**config.mk**
```make
export PLATFORM = sky130hd
export DESIGN_NAME = sadc_core
export DESIGN_NICKNAME = d
export VERILOG_FILES = /design/src/rtl/sadc_pkg.sv /design/src/rtl/sadc_edge.sv /design/src/rtl/sadc_ctrl.sv /design/src/rtl/sadc_oreg.sv /design/src/rtl/sadc_core.sv
export SDC_FILE = /design/constraint.sdc
export NUM_CORES = 1
export LEC_CHECK = 0
export BUFFER_PORTS_ARGS = -buffer_cell sky130_fd_sc_hd__buf_2
export CORE_AREA = 2 2 87 89
export DETAILED_ROUTE_END_ITERATION = 16
export DIE_AREA = 0 0 89 91
export PLACE_DENSITY = 0.5
export SYNTH_ARGS = -nofsm -noshare
export SYNTH_HDL_FRONTEND = slang
export SYNTH_SLANG_ARGS = --single-unit
```
**constraint.sdc**
```tcl
create_clock -name clk_i -period 1.95 [get_ports clk_i]
set_clock_uncertainty 0.2 [all_clocks]
set_input_delay 0.39 -clock clk_i [delete_from_list [all_inputs] [get_ports clk_i]]
set_output_delay 0.39 -clock clk_i [all_outputs]
set_load 0.05 [all_outputs]
```
**src/rtl/sadc_pkg.sv**
```systemverilog
package sadc_pkg;
  typedef enum logic [1:0] {
    ST_DOWN  = 2'd0,
    ST_PWRUP = 2'd1,
    ST_READY = 2'd2,
    ST_CONV  = 2'd3
  } sadc_state_e;
endpackage

```
**src/rtl/sadc_edge.sv**
```systemverilog
module sadc_edge #(
  parameter int W = 2
) (
  input  logic         clk_i,
  input  logic         rst_ni,
  input  logic [W-1:0] sig_i,
  output logic [W-1:0] rise_o,
  output logic [W-1:0] fall_o
);
  logic [W-1:0] prev_q;

  for (genvar g = 0; g < W; g++) begin : g_bit
    always_ff @(posedge clk_i or negedge rst_ni) begin
      if (!rst_ni) prev_q[g] <= 1'b0;
      else         prev_q[g] <= sig_i[g];
    end
    assign rise_o[g] = sig_i[g] & ~prev_q[g];
    assign fall_o[g] = ~sig_i[g] & prev_q[g];
  end
endmodule

```
**src/rtl/sadc_ctrl.sv**
```systemverilog
module sadc_ctrl
  import sadc_pkg::*;
#(
  parameter int DATA_W    = 8,
  parameter int PWRUP_CYC = 75,
  parameter int CONV_CYC  = 200,
  localparam int CNT_MAX  = (PWRUP_CYC > CONV_CYC) ? PWRUP_CYC : CONV_CYC,
  localparam int CNT_W    = $clog2(CNT_MAX + 1)
) (
  input  logic              clk_i,
  input  logic              rst_ni,
  input  logic              start_lvl_i,
  input  logic              start_rise_i,
  input  logic              start_fall_i,
  input  logic [DATA_W-1:0] sample_i,
  output sadc_state_e       state_o,
  output logic [CNT_W-1:0]  cnt_o,
  output logic [DATA_W-1:0] hold_o,
  output logic              done_o,
  output logic              err_o
);
  localparam logic [CNT_W-1:0] PWRUP_LAST = CNT_W'(PWRUP_CYC - 1);
  localparam logic [CNT_W-1:0] CONV_LAST  = CNT_W'(CONV_CYC - 1);

  sadc_state_e       state_q;
  logic [CNT_W-1:0]  cnt_q;
  logic [DATA_W-1:0] hold_q;
  logic              err_q;

  assign done_o = (state_q == ST_CONV) && (cnt_q == CONV_LAST);

  always_ff @(posedge clk_i or negedge rst_ni) begin
    if (!rst_ni) begin
      state_q <= ST_DOWN;
      cnt_q   <= '0;
      hold_q  <= '0;
      err_q   <= 1'b0;
    end else begin
      err_q <= start_fall_i && (state_q == ST_PWRUP);
      unique case (state_q)
        ST_DOWN: begin
          if (start_rise_i) begin
            state_q <= ST_PWRUP;
            cnt_q   <= '0;
          end
        end
        ST_PWRUP: begin
          if (cnt_q == PWRUP_LAST) begin
            state_q <= ST_READY;
            cnt_q   <= '0;
          end else begin
            cnt_q <= cnt_q + 1'b1;
          end
        end
        ST_READY: begin
          if (start_fall_i) begin
            state_q <= ST_CONV;
            cnt_q   <= '0;
            hold_q  <= sample_i;
          end
        end
        ST_CONV: begin
          if (cnt_q == CONV_LAST) begin
            // level of start at the last edge picks the power state
            state_q <= start_lvl_i ? ST_READY : ST_DOWN;
            cnt_q   <= '0;
          end else begin
            cnt_q <= cnt_q + 1'b1;
          end
        end
        default: state_q <= ST_DOWN;
      endcase
    end
  end

  assign state_o = state_q;
  assign cnt_o   = cnt_q;
  assign hold_o  = hold_q;
  assign err_o   = err_q;
endmodule

```
**src/rtl/sadc_oreg.sv**
```systemverilog
module sadc_oreg #(
  parameter int DATA_W  = 8,
  localparam int BITS_W = $clog2(DATA_W + 1)
) (
  input  logic              clk_i,
  input  logic              rst_ni,
  input  logic              start_rise_i,
  input  logic              sclk_rise_i,
  input  logic              sclk_fall_i,
  input  logic              done_i,
  input  logic [DATA_W-1:0] result_i,
  output logic              ser_data_o,
  output logic              pending_o,
  output logic              active_o
);
  localparam logic [BITS_W-1:0] LAST_BIT = BITS_W'(DATA_W - 1);

  logic              port_en_q;
  logic              active_q;
  logic              pending_q;
  logic [BITS_W-1:0] bit_q;
  logic [DATA_W-1:0] shreg_q;
  logic [DATA_W-1:0] res_q;
  logic              load;
  logic [DATA_W-1:0] load_val;

  assign load     = (done_i | pending_q) & ~active_q;
  assign load_val = done_i ? result_i : res_q;

  always_ff @(posedge clk_i or negedge rst_ni) begin
    if (!rst_ni) begin
      port_en_q <= 1'b0;
      active_q  <= 1'b0;
      pending_q <= 1'b0;
      bit_q     <= '0;
      shreg_q   <= '0;
      res_q     <= '0;
    end else begin
      if (start_rise_i) port_en_q <= 1'b1;
      if (done_i) res_q <= result_i;

      if (done_i && active_q) pending_q <= 1'b1;
      else if (load)          pending_q <= 1'b0;

      if (load) begin
        shreg_q <= load_val;
        bit_q   <= '0;
      end else if (active_q && sclk_fall_i) begin
        shreg_q <= {shreg_q[DATA_W-2:0], 1'b0};
        bit_q   <= bit_q + 1'b1;
        if (bit_q == LAST_BIT) active_q <= 1'b0;
      end

      if (port_en_q && sclk_rise_i && !active_q) begin
        active_q <= 1'b1;
        bit_q    <= '0;
      end
    end
  end

  assign ser_data_o = port_en_q & shreg_q[DATA_W-1];
  assign pending_o  = pending_q;
  assign active_o   = active_q;
endmodule

```
**src/rtl/sadc_core.sv**
```systemverilog
module sadc_core
  import sadc_pkg::*;
#(
  parameter int DATA_W    = 8,
  parameter int PWRUP_CYC = 75,
  parameter int CONV_CYC  = 200,
  localparam int CNT_MAX  = (PWRUP_CYC > CONV_CYC) ? PWRUP_CYC : CONV_CYC,
  localparam int CNT_W    = $clog2(CNT_MAX + 1)
) (
  input  logic              clk_i,
  input  logic              rst_ni,
  input  logic              start_i,
  input  logic [DATA_W-1:0] sample_i,
  input  logic              ser_clk_i,
  output logic              ser_data_o,
  output logic              busy_o,
  output logic              awake_o,
  output logic              early_err_o
);
  logic [1:0]        rise_w, fall_w;
  sadc_state_e       state_w;
  logic [CNT_W-1:0]  cnt_w;
  logic [DATA_W-1:0] hold_w;
  logic              done_w, pending_w, active_w;

  // bit 0: start, bit 1: serial clock
  sadc_edge #(.W(2)) u_edge (
    .clk_i  (clk_i),
    .rst_ni (rst_ni),
    .sig_i  ({ser_clk_i, start_i}),
    .rise_o (rise_w),
    .fall_o (fall_w)
  );

  sadc_ctrl #(
    .DATA_W    (DATA_W),
    .PWRUP_CYC (PWRUP_CYC),
    .CONV_CYC  (CONV_CYC)
  ) u_ctrl (
    .clk_i        (clk_i),
    .rst_ni       (rst_ni),
    .start_lvl_i  (start_i),
    .start_rise_i (rise_w[0]),
    .start_fall_i (fall_w[0]),
    .sample_i     (sample_i),
    .state_o      (state_w),
    .cnt_o        (cnt_w),
    .hold_o       (hold_w),
    .done_o       (done_w),
    .err_o        (early_err_o)
  );

  sadc_oreg #(.DATA_W(DATA_W)) u_oreg (
    .clk_i        (clk_i),
    .rst_ni       (rst_ni),
    .start_rise_i (rise_w[0]),
    .sclk_rise_i  (rise_w[1]),
    .sclk_fall_i  (fall_w[1]),
    .done_i       (done_w),
    .result_i     (hold_w),
    .ser_data_o   (ser_data_o),
    .pending_o    (pending_w),
    .active_o     (active_w)
  );

  assign awake_o = (state_w == ST_READY) || (state_w == ST_CONV);
  assign busy_o  = (state_w == ST_CONV) || pending_w;
endmodule

```
# ---- Word level (Yosys, flattened, before mapping)
# Index checks and enable logic that the tools add are counted.
dict set report word_totals {
  reg_bits 44
  input_bits 12
  output_inout_bits 4
  elab_cells 79
}
dict set report op_classes {
  addsub 2
  n_eq_ne 11
  muxes 23
  bitwise 12
  reduce_logical 19
}
# cell count
set ops {}
lappend ops {{8-bit 2-to-1 mux} 7}
lappend ops {{8-bit one-hot mux with 4 select lines} 1}
lappend ops {{4-bit 2-to-1 mux} 3}
lappend ops {{2-bit 2-to-1 mux} 5}
lappend ops {{8-bit by 1-bit adder with 8-bit output, second input constant} 1}
lappend ops {{8-bit by 7-bit == test with 1-bit output, second input constant} 1}
lappend ops {{8-bit == test, second input constant} 1}
lappend ops {{2-bit one-hot mux with 4 select lines} 1}
lappend ops {{2-bit nonzero test} 4}
lappend ops {{1-bit bitwise AND} 6}
lappend ops {{1-bit logical AND} 6}
lappend ops {{1-bit 2-to-1 mux} 6}
lappend ops {{2-bit by 1-bit inequality test with 1-bit output, second input constant} 3}
lappend ops {{1-bit NOT} 5}
lappend ops {{4-bit by 1-bit adder with 4-bit output, second input constant} 1}
lappend ops {{2-bit == test, second input constant} 2}
lappend ops {{4-bit by 3-bit == test with 1-bit output, second input constant} 1}
lappend ops {{2-bit inequality test, second input constant} 2}
lappend ops {{2-bit AND reduction} 2}
lappend ops {{4-bit AND reduction} 1}
lappend ops {{3-bit AND reduction} 1}
lappend ops {{3-bit nonzero test} 1}
lappend ops {{2-bit by 1-bit == test with 1-bit output, second input constant} 1}
lappend ops {{2-bit logical NOT} 1}
lappend ops {{other kinds (3)} 4}

# ---- Logic depth before layout (Yosys ltp)
# Gate-level depths: netlist of the first run.
dict set report depth {
  word_depth 6
  ltp_mapped 7
  ltp_nobuf 6
}

# ---- Cells and area by module
# Synthesis of the first run repeated with hierarchy kept, for this count alone.
dict set report hier_totals {
  cells_unflattened 176
  area_unflattened_um2 2031.9
}
# mod instances cells_per_inst area_per_inst_um2 seq_area_each_um2
set modules_own_cells {}
lappend modules_own_cells {sadc_oreg 1 89 1018.5 575.6}
lappend modules_own_cells {sadc_ctrl 1 79 917.1 475.5}
lappend modules_own_cells {sadc_edge 1 6 85.1 50.0}
lappend modules_own_cells {sadc_core 1 2 11.3 0.0}

# ---- Worst setup path after synthesis of the first run
# OpenSTA, ideal clock, no wires.
dict set report synth_path {
  kind {reg2out}
  from {register u_ctrl.state_q[0], in the netlist u_ctrl.state_o[0]}
  to {output port busy_o}
  arrival_time_ns 1.710
  required_time_ns 1.360
  slack_ns -0.350
  path_stages_with_launch 4
  n_path_buf 1
  cell_sequence {dfrtp_1 buf_2 inv_1 o21ai_0}
}
dict set report synth_via {
  elab_chain_cells 2
}
# item line_no
set synth_rtl {}
lappend synth_rtl {{start, declared} sadc_ctrl.sv:25} ;# sadc_state_e state_q;
lappend synth_rtl {{start signal, assigned} sadc_ctrl.sv:65} ;# state_q <= start_lvl_i ? ST_READY : ST_DOWN;
lappend synth_rtl {{2-bit == test} sadc_core.sv:67} ;# assign busy_o = (state_w == ST_CONV) || pending_w;
lappend synth_rtl {{1-bit logical OR} sadc_core.sv:67}
lappend synth_rtl {{end, declared} sadc_core.sv:16} ;# output logic busy_o,
# Every way passes these cells.

# ---- Worst setup path after layout of the first run
dict set report layout_path {
  from {register u_ctrl.cnt_q[6], in the netlist u_ctrl.cnt_o[6]}
  to {register u_oreg.res_q[3]}
}
dict set report layout_via {
  elab_chain_cells 3
}
# item line_no
set layout_rtl {}
lappend layout_rtl {{start, declared} sadc_ctrl.sv:26} ;# logic [CNT_W-1:0] cnt_q;
lappend layout_rtl {{start signal, assigned} sadc_ctrl.sv:52} ;# cnt_q <= cnt_q + 1'b1;
lappend layout_rtl {{start signal, assigned} sadc_ctrl.sv:68} ;# cnt_q <= cnt_q + 1'b1;
lappend layout_rtl {{8-bit == test} sadc_ctrl.sv:30} ;# assign done_o = (state_q == ST_CONV) && (cnt_q == CONV_LAST);
lappend layout_rtl {{1-bit logical AND} sadc_ctrl.sv:30}
lappend layout_rtl {{8-bit 2-to-1 mux} -}
lappend layout_rtl {{via u_oreg.load_val[3]} sadc_oreg.sv:25} ;# logic [DATA_W-1:0] load_val;
lappend layout_rtl {{end signal, assigned} sadc_oreg.sv:40} ;# if (done_i) res_q <= result_i;
lappend layout_rtl {{end, declared} sadc_oreg.sv:23} ;# logic [DATA_W-1:0] res_q;
# The timed path passes the listed nets, and every way through them passes these cells.
# A chain may end at the register's enable or synchronous reset.

==> results.txt, run 1 <==
----------------------------------------------------
[Global routing]
  Initial antenna violation count ... 0
  Global-route usage over all layers ... 11.4%
  Global-route wire length before repair ... 7130 um
  Overall overflow remaining after global route ... 0
  Largest net degree at the start of global routing ... 32
  Vias in the first global route ... 1,403

[Finish]
  P&R area growth vs syn ... 23.9%
  Fill cells ... 757
  Commonest non-fill, non-tap cell in the layout ... dfrtp_1
  Commonest non-fill, non-tap cells in the layout ... dfrtp_1, mux2_2, mux2i_1, buf_4, buf_2
  Final antenna diode count ... 0
  Final core utilization ... between 30% and 40%
  Fraction of final layout cells with drive strength greater than 1 ... 34.3%
  Number of nets in the layout ... 227

[Critical path]
  Worst setup path class ... flip-flop to flip-flop
  Startpoint of the most critical register-to-register path ... u_ctrl.cnt_o[6]
  Arrival time at the worst endpoint ... about 1.9 ns
  Maximum net fanout on the critical path ... 8
  Required time at the endpoint of the critical path ... between 1.5 and 2 ns
  Worst R2R Path Depth ... 4
  Worst Setup Start Kind ... flip-flop
  Reg2Reg Setup Slack ... 0.08 ns
  RR Endpoint ... u_oreg.res_q[3]
  Endpoint class of the critical path ... flip-flop

[Clock tree]
  Clock insertion delay at the later pin of the skew report ... roughly 0.29 ns
  Total CTS buffers ... 5
  Clock root buffer master ... clkbuf_8
  Clock tree from TritonCTS ... built
  Clock slew seen by the registers of the worst setup and hold paths ... around 0.09 ns
  Number of H-tree branching levels ... 2
  Sinks on Clock Net ... 44
  Buffer levels on the longest clock path ... 2

[STA]
  Unrepaired setup endpoints after global routing ... yes
  Fin. max-slew vios ... 0
  Transition time at the pin with the least slew margin ... 0.450 ns
  Setup-failing EPs final ... 0
  Fin. Hold Viols ... 0
  Tightest slew margin relative to the limit ... 69.9%
  WHS ... slightly below 0.05 ns
  Shortest period the worst path allows ... 1.87 ns
  Share of the cycle needed by the critical path after routing ... 96.0%
  Worst Slack Setup Final ... 0.0777 ns
  Max Clock Freq ... 534 MHz

[Pwr]
  Worst vdd ir ... 394 uV
  Power per Cell Area ... between 1000 and 1500 nW/um^2
  Static Leakage ... between 0.001 and 0.0015 uW

[Route]
  First drt pass iteration count ... 5
  Antenna violation net count after detailed routing ... 0
  Detailed-routing wirelength on met1 ... 2210 um
  Vias ... 1,531
  Met3 routed wirelength ... 202 um
  Total length of routed wires ... 4460 um
  Top layer reached by signal wires ... met4
  Iter 0 DRT Violations ... 92
  Wire length per cell ... between 10 and 15 um
  Detail-routed via count per cell ... 4.91
  Met2 wire length ... 2000 um
  Final routed DRC violation total ... 0

[Logic synthesis]
  Number of library cell types mapped by synthesis ... just over 40
  Prevailing post-synth register cell ... dfrtp_1
  Instance count of the mapped netlist ... 176
  Mean cell area of the mapped netlist ... 12.0 um^2
  Flip-flop and latch count after synthesis ... 44
  Post-synthesis sequential area ratio ... 52.2%
  Synthesized Nets ... 191
  Syn Std Cell Area ... 2110 um^2
  Yosys warning total ... 0
  Number of enable-type register cells in the synthesized netlist ... 0
  Async set-or-reset flop fraction in the synthesized netlist ... 100%

[Placed design]
  Weighted congestion at the end of routability-driven global placement ... 0.742
  Sum of net half-perimeters after detailed placement ... 2940 um
  IO buf count ... 15
  Dpl ws ... -0.0564 ns

[Status]
  Status ... complete, no violations

[Hold path]
  Startpoint of the tightest hold check path ... ser_clk_i
  Classification of the worst-slack hold path ... input port to flip-flop
  Hold Path End ... u_edge.prev_q[1]
  Worst hold stages ... 1

[Floorplanning]
  Placeable core area ... 7140 um^2
  Starting density of the core ... 29.5%
  Die width ... 89 um
  # rows ... 31
  Die area ... 8100 um^2
  DIE HEIGHT ... 91 um
  Number of top-level pins ... 16

[Job]
  Reported max-cap violation count ... 0

----------------------------------------------------
-- layer usage --
metal / vias up / GRT usage (%)
met1: 767 / 17.5
met2: 37 / 15.7
li1: 725 / -
met5: - / 0
met3: 2 / 2.55
met4: 0 / 3.73
-- cell usage after synthesis (all sizes together), types with 2 or more instances --
| cell type | instances | share of area [%] |
|---|---|---|
| dfrtp | 44 | 52 |
| mux2 | 17 | 9.1 |
| mux2i | 16 | 7.6 |
| nand2 | 10 | 1.8 |
| o21ai | 9 | 2.1 |
| inv | 8 | 1.4 |
| a222oi | 7 | 3.3 |
| nand3 | 7 | 1.7 |
| a21oi | 6 | 1.4 |
| a31oi | 5 | 1.8 |
| nor2 | 5 | 0.89 |
| buf | 4 | 1.7 |
| nor2b | 4 | 1.2 |
| and3 | 3 | 1.1 |
| clkbuf | 3 | 0.53 |
| ha | 3 | 1.8 |
| nor4 | 3 | 1.6 |
| xor2 | 3 | 1.2 |
| and2 | 2 | 0.59 |
| nor3 | 2 | 0.47 |
| nor3b | 2 | 0.95 |
-- cells by family (layout without fill, tap and decap cells) --
kind of cell	count (synthesis)	after routing	share of synthesized area [%]
buffers and inverters	15	51	3.68
AO/OA/AOI/OAI	34	34	11.5
adder cells (fa/ha/maj)	3	3	1.78
flip-flops	44	44	52.2
AND/OR/NAND/NOR	43	44	12.5
XOR/XNOR	4	4	1.66
multiplexers	33	33	16.7
-- state kept, by name, summed over array words and instances (netlist names) --
| register | count |
|---|---|
| u_oreg.active_o | 1 |
| u_ctrl.state_o | 2 |
| u_oreg.port_en_q | 1 |
| u_oreg.shreg_q | 8 |
| u_ctrl.err_o | 1 |
| u_oreg.bit_q | 4 |
| u_edge.prev_q | 2 |
| u_oreg.res_q | 8 |
| u_ctrl.hold_o | 8 |
| u_oreg.pending_o | 1 |
| u_ctrl.cnt_o | 8 |
-- metrics by stage --
| stage | std cells | total power (uW) | TNS (ns) | area, um^2 |
|---|---|---|---|---|
| floorplan | 176 | 1970 | 0 | 2110 |
| global placement | 300 | 2280 | -0.0399 | 2430 |
| detailed placement | 300 | 2290 | -0.295 | 2430 |
| CTS | 311 | 3070 | 0 | 2590 |
| global route | 312 | 3320 | -0.00474 | 2610 |
| finish | 312 | 3100 | 0 | 2610 |
-- critical path, cell delays in order (launching register included) --
cell and delay (ns):
dfrtp_1 0.41, nor3b_4 0.29, buf_4 0.18, and3_2 0.32
mux2_2 0.36
-- final cells by class --
class / instances / area [um^2] / share of cell area [%]
clock buffers: 5 / 68.8 / 2.63
clock inverters: 3 / 47.5 / 1.82
inverters: 8 / 30.0 / 1.15
multi-input cells: 118 / 977 / 37.4
flip-flops and latches: 44 / 1100 / 42.2
well taps: 99 / 124 / 4.74
repair buffers: 35 / 263 / 10.1
-- power by group --
| group | internal [uW] | switching [uW] | total [uW] |
|---|---|---|---|
| registers | 1160 | 224 | 1380 |
| clock network | 386 | 339 | 725 |
| logic | 493 | 496 | 989 |
-- worst max path at each step --
| stage | start | end | cells after the start |
|---|---|---|---|
| final | u_ctrl.cnt_o[6] | u_oreg.res_q[3] | 4 |
| after global routing | u_ctrl.cnt_o[0] | u_oreg.shreg_q[3] | 6 |
| after detailed placement | u_ctrl.cnt_o[0] | u_oreg.shreg_q[4] | 6 |
| after floorplan | u_ctrl.cnt_o[1] | u_oreg.shreg_q[7] | 7 |
| after CTS | u_ctrl.cnt_o[1] | u_ctrl.cnt_o[3] | 6 |
| after global placement | u_ctrl.cnt_o[0] | u_oreg.shreg_q[7] | 5 |
-- what timing repair did --
action / in CTS / in global routing
setup buffers: 2 / 1
hold buffers: 1 / 0
setup endpoints to repair: 8 / 14
pin swaps: 3 / 4
gates cloned: 0 / 1
endpoints found under the hold margin: 13 / 0
resized for setup: 4 / 8
(Power assumes the default switching activity.)
==> inputs of run 2 (changes only) <==
--- a/config.mk
+++ b/config.mk
@@ -6,10 +6,12 @@
 export NUM_CORES = 1
 export LEC_CHECK = 0
+export ABC_AREA = 1
 export BUFFER_PORTS_ARGS = -buffer_cell sky130_fd_sc_hd__buf_2
 export CORE_AREA = 2 2 87 89
 export DETAILED_ROUTE_END_ITERATION = 16
 export DIE_AREA = 0 0 89 91
-export PLACE_DENSITY = 0.5
+export PLACE_DENSITY = 0.49
 export SYNTH_ARGS = -nofsm -noshare
 export SYNTH_HDL_FRONTEND = slang
+export SYNTH_HIERARCHICAL = 1
 export SYNTH_SLANG_ARGS = --single-unit
==> constraint.sdc (replaced) <==
create_clock -name clk_i -period 1.95 [get_ports clk_i]
set_clock_uncertainty 0.2 [all_clocks]
set_input_delay 0.195 -clock clk_i [delete_from_list [all_inputs] [get_ports clk_i]]
set_output_delay 0.195 -clock clk_i [all_outputs]
set_load 0.05 [all_outputs]
==> run 2 against run 1 <==
Against the previous run:
- maximum frequency is 4.7% higher
- total power down 5.9%
- first-iteration DRC count is 22% lower
- clock power shrank 0.8%
- via count rose by 9.2%
- cell count grew 25%
- area after synthesis fell by 0.83%
- combinational power decreased by 8.0%
- flip-flop and latch count did not move
- die area did not move
- sequential share of layout area is 1.0 points higher
- register-to-register slack gained 0.08 ns
==> results.txt, run 2 <==
----------------------------------------------------
[Status]
  Status ... complete, no violations (unchanged)

[Logic synthesis]
  Async set-or-reset flop fraction in the synthesized netlist ... 100% (unchanged)
  Syn Std Cell Area ... 2090 um^2 (was 2110 um^2)
  Prevailing post-synth register cell ... dfrtp_1 (unchanged)
  Yosys warning total ... 6 (was 0)
  Post-synthesis sequential area ratio ... 52.7% (was 52.2%)
  Number of enable-type register cells in the synthesized netlist ... 0 (unchanged)
  Mean cell area of the mapped netlist ... 8.23 um^2 (was 12.0 um^2)
  Top cell type by total area after synthesis ... dfrtp_1 (unchanged)
  Most frequent cells after synthesis ... nand2_1, dfrtp_1, inv_1, nand3_1, nor2_1 (was dfrtp_1, mux2_2, mux2i_1, nand2_1)
  Instance count of the mapped netlist ... 254 (was 176)
  Most used standard cell by instance count after synthesis ... nand2_1 (was dfrtp_1)
  Ranking of synthesized cells by area ... dfrtp_1, nand2_1, nand3_1, inv_1, nor2_1 (was dfrtp_1, mux2_2, mux2i_1, a222oi_1, o21ai_0)
  Share of the synthesized area in the top cell type ... 52.7% (was 52.2%)
  Number of library cell types mapped by synthesis ... 22 (was 41)
  Flip-flop and latch count after synthesis ... 44 (unchanged)
  Synthesized Nets ... 269 (was 191)

[Finish]
  Number of nets in the layout ... 304 (was 227)
  Final antenna diode count ... 0 (unchanged)
  Commonest non-fill, non-tap cell in the layout ... nand2_1 (was dfrtp_1)
  P&R area growth vs syn ... 21.8% (was 23.9%)
  Commonest non-fill, non-tap cells in the layout ... nand2_1, dfrtp_1, inv_1, nand3_1, nor2_1 (was dfrtp_1, mux2_2, mux2i_1, buf_4, buf_2)
  Fill cells ... 791 (was 757)
  Final design area excluding fillers ... 2550 um^2 (was 2610 um^2)
  Final core utilization ... 35.7% (was 36.6%)
  Fraction of final layout cells with drive strength greater than 1 ... 16.9% (was 34.3%)

[Critical path]
  Endpoint class of the critical path ... flip-flop (unchanged)
  Count of buffer and inverter cells on the critical path ... 2 (was 1)
  Highest cell delay on the worst timing path ... 0.39 ns (was 0.41 ns)
  Worst setup path class ... flip-flop to flip-flop (unchanged)
  Top cell by count, worst path ... nand2_1
  Dominant delay contributor by cell family on the critical path ... simple AND/OR/NAND/NOR gates (unchanged)
  Worst Setup Start Kind ... flip-flop (unchanged)
  Arrival time at the worst endpoint ... 1.77 ns (was 1.86 ns)
  Required time at the endpoint of the critical path ... 1.93 ns (was 1.94 ns)
  Slowest library cell on the worst path ... dfrtp_1 (unchanged)
  Critical-path cell list ... buf_4, inv_1, ha_1, nand2_1, nor2_1, nand2_1, nand2_1, nand2_2, nand2_1, o21ai_0 (was nor3b_4, buf_4, and3_2, mux2_2)
  Maximum net fanout on the critical path ... 5 (was 8)

[Global routing]
  Global-route wire length before repair ... 7530 um (was 7130 um)
  Largest net degree at the start of global routing ... 45 (was 32)
  Vias in the first global route ... 1,612 (was 1,403)
  Initial antenna violation count ... 0 (unchanged)
  Global-route usage over all layers ... 11.7% (was 11.4%)
  Overall overflow remaining after global route ... 0 (unchanged)

[Route]
  Iter 0 DRT Violations ... 72 (was 92)
  Wire length per cell ... 10.8 um (was 14.3 um)
  Final routed DRC violation total ... 0 (unchanged)
  Total length of routed wires ... 4200 um (was 4460 um)
  Detail-routed via count per cell ... 4.30 (was 4.91)
  Vias ... 1,672 (was 1,531)
  Antenna violation net count after detailed routing ... 0 (unchanged)
  First drt pass iteration count ... 4 (was 5)

[Placed design]
  Post-DP Area ... 2300 um^2 (was 2430 um^2)
  IO buf count ... 15 (unchanged)
  Dpl ws ... 0.104 ns (was -0.0564 ns)
  Sum of net half-perimeters after detailed placement ... 2910 um (was 2940 um)
  Weighted congestion at the end of routability-driven global placement ... 0.873 (was 0.742)

[Job]
  Reported max-cap violation count ... 0 (unchanged)

[Clock tree]
  Number of H-tree branching levels ... 2 (unchanged)
  Total CTS buffers ... 5 (unchanged)
  Buffer levels on the longest clock path ... 2 (unchanged)
  Clock root buffer master ... clkbuf_8 (unchanged)
  Sinks on Clock Net ... 44 (unchanged)
  Clock insertion delay at the later pin of the skew report ... 0.30 ns (was 0.29 ns)
  Clock slew seen by the registers of the worst setup and hold paths ... 0.09 ns (about the same)
  Clock tree from TritonCTS ... built (unchanged)

[Pwr]
  Power per Cell Area ... 1150 nW/um^2 (was 1190 nW/um^2)
  Worst vdd ir ... 489 uV (was 394 uV)
  Static Leakage ... 0.00133 uW (was 0.00115 uW)

[STA]
  Share of the cycle needed by the critical path after routing ... 91.7% (was 96.0%)
  Fin. Hold Viols ... 0 (unchanged)
  Setup-failing EPs final ... 0 (unchanged)
  Worst Slack Setup Final ... 0.162 ns (was 0.0777 ns)
  Tightest slew margin relative to the limit ... 62.5% (was 69.9%)
  Fin. max-slew vios ... 0 (unchanged)
  Transition time at the pin with the least slew margin ... 0.562 ns (was 0.450 ns)
  Shortest period the worst path allows ... 1.79 ns (was 1.87 ns)
  Unrepaired setup endpoints after global routing ... no (was yes)
  Final-layout setup total negative slack ... 0 ns (unchanged)
  WHS ... 0.275 ns (was 0.0495 ns)
  Max Clock Freq ... 559 MHz (was 534 MHz)

[Floorplanning]
  Die area ... 8100 um^2 (unchanged)
  Die width ... 89 um (unchanged)
  Number of top-level pins ... 16 (unchanged)
  DIE HEIGHT ... 91 um (unchanged)
  Placeable core area ... 7140 um^2 (unchanged)
  Starting density of the core ... 29.3% (was 29.5%)
  # rows ... 31 (unchanged)

[Hold path]
  Classification of the worst-slack hold path ... flip-flop to flip-flop (was input port to flip-flop)

----------------------------------------------------
==> run 2: cells by family after synthesis <==
| family | Yosys count | share of synthesized area, % |
|---|---|---|
| flip-flops | 44 | 52.7 |
| XOR/XNOR | 1 | 0.419 |
| multiplexers | 8 | 4.31 |
| adder cells (fa/ha/maj) | 3 | 1.80 |
| AO/OA/AOI/OAI | 10 | 3.17 |
| AND/OR/NAND/NOR | 154 | 30.4 |
| buffers and inverters | 34 | 7.24 |
==> run 2: final timing paths <==
path	from	end	slack (ns)	cells past startpoint
worst max-delay path	u_ctrl/cnt_o[0]	u_ctrl/cnt_o[0]	0.16	10
worst min-delay path	u_oreg/res_q[2]	u_oreg/res_q[2]	0.28	2
worst max register to register	u_ctrl/cnt_o[0]	u_ctrl/cnt_o[0]	0.16	10
worst min register to register	u_oreg/res_q[2]	u_oreg/res_q[2]	0.28	2
max in group asynchronous	rst_ni	u_ctrl/state_o[1]	0.87	3
min in group asynchronous	rst_ni	u_ctrl/cnt_o[6]	0.30	3
==> run 2: stage by stage <==
step	std cells	power (uW)
floorplan	254	1950
global placement	370	2190
CTS	389	2960
global route	389	3160
detailed placement	370	2200
finish	389	2920
==> run 2: power breakdown <==
part	switching, uW	leakage [uW]	total (uW)	internal, uW
Combinational	579	0.000703	910	331
Clock	333	0.0000548	719	386
Sequential	157	0.000572	1290	1130
Total	1070	0.00133	2920	1850
==> run 2: final cells by class <==
class,instances,area (um^2),share of cell area (%)
clock buffers,5,68.8,2.70
flip-flops and latches,44,1100,43.2
repair buffers,33,241,9.48
inverters,29,109,4.28
well taps,99,124,4.86
multi-input cells,176,856,33.6
clock inverters,3,46.3,1.82
==> run 2: worst min-delay path: stages (launching register included) <==
cell and delay, ns:
dfrtp_1 0.33, nand2_1 0.05, nand2_1 0.06
==> run 2: routing by layer <==
layer	global-route usage [%]	vias to the layer above	wire, um
met3	2.27	7	114
li1	-	862	-
met2	17.0	26	1870
met4	4.85	0	92
met5	0	-	0
met1	17.0	777	2120
==> run 2: timing repair <==
item / CTS / global route
resized for setup: 0 / 6
endpoints found under the hold margin: 55 / 0
hold buffers: 11 / 0
setup buffers: 0 / 0
setup endpoints to repair: 0 / 12
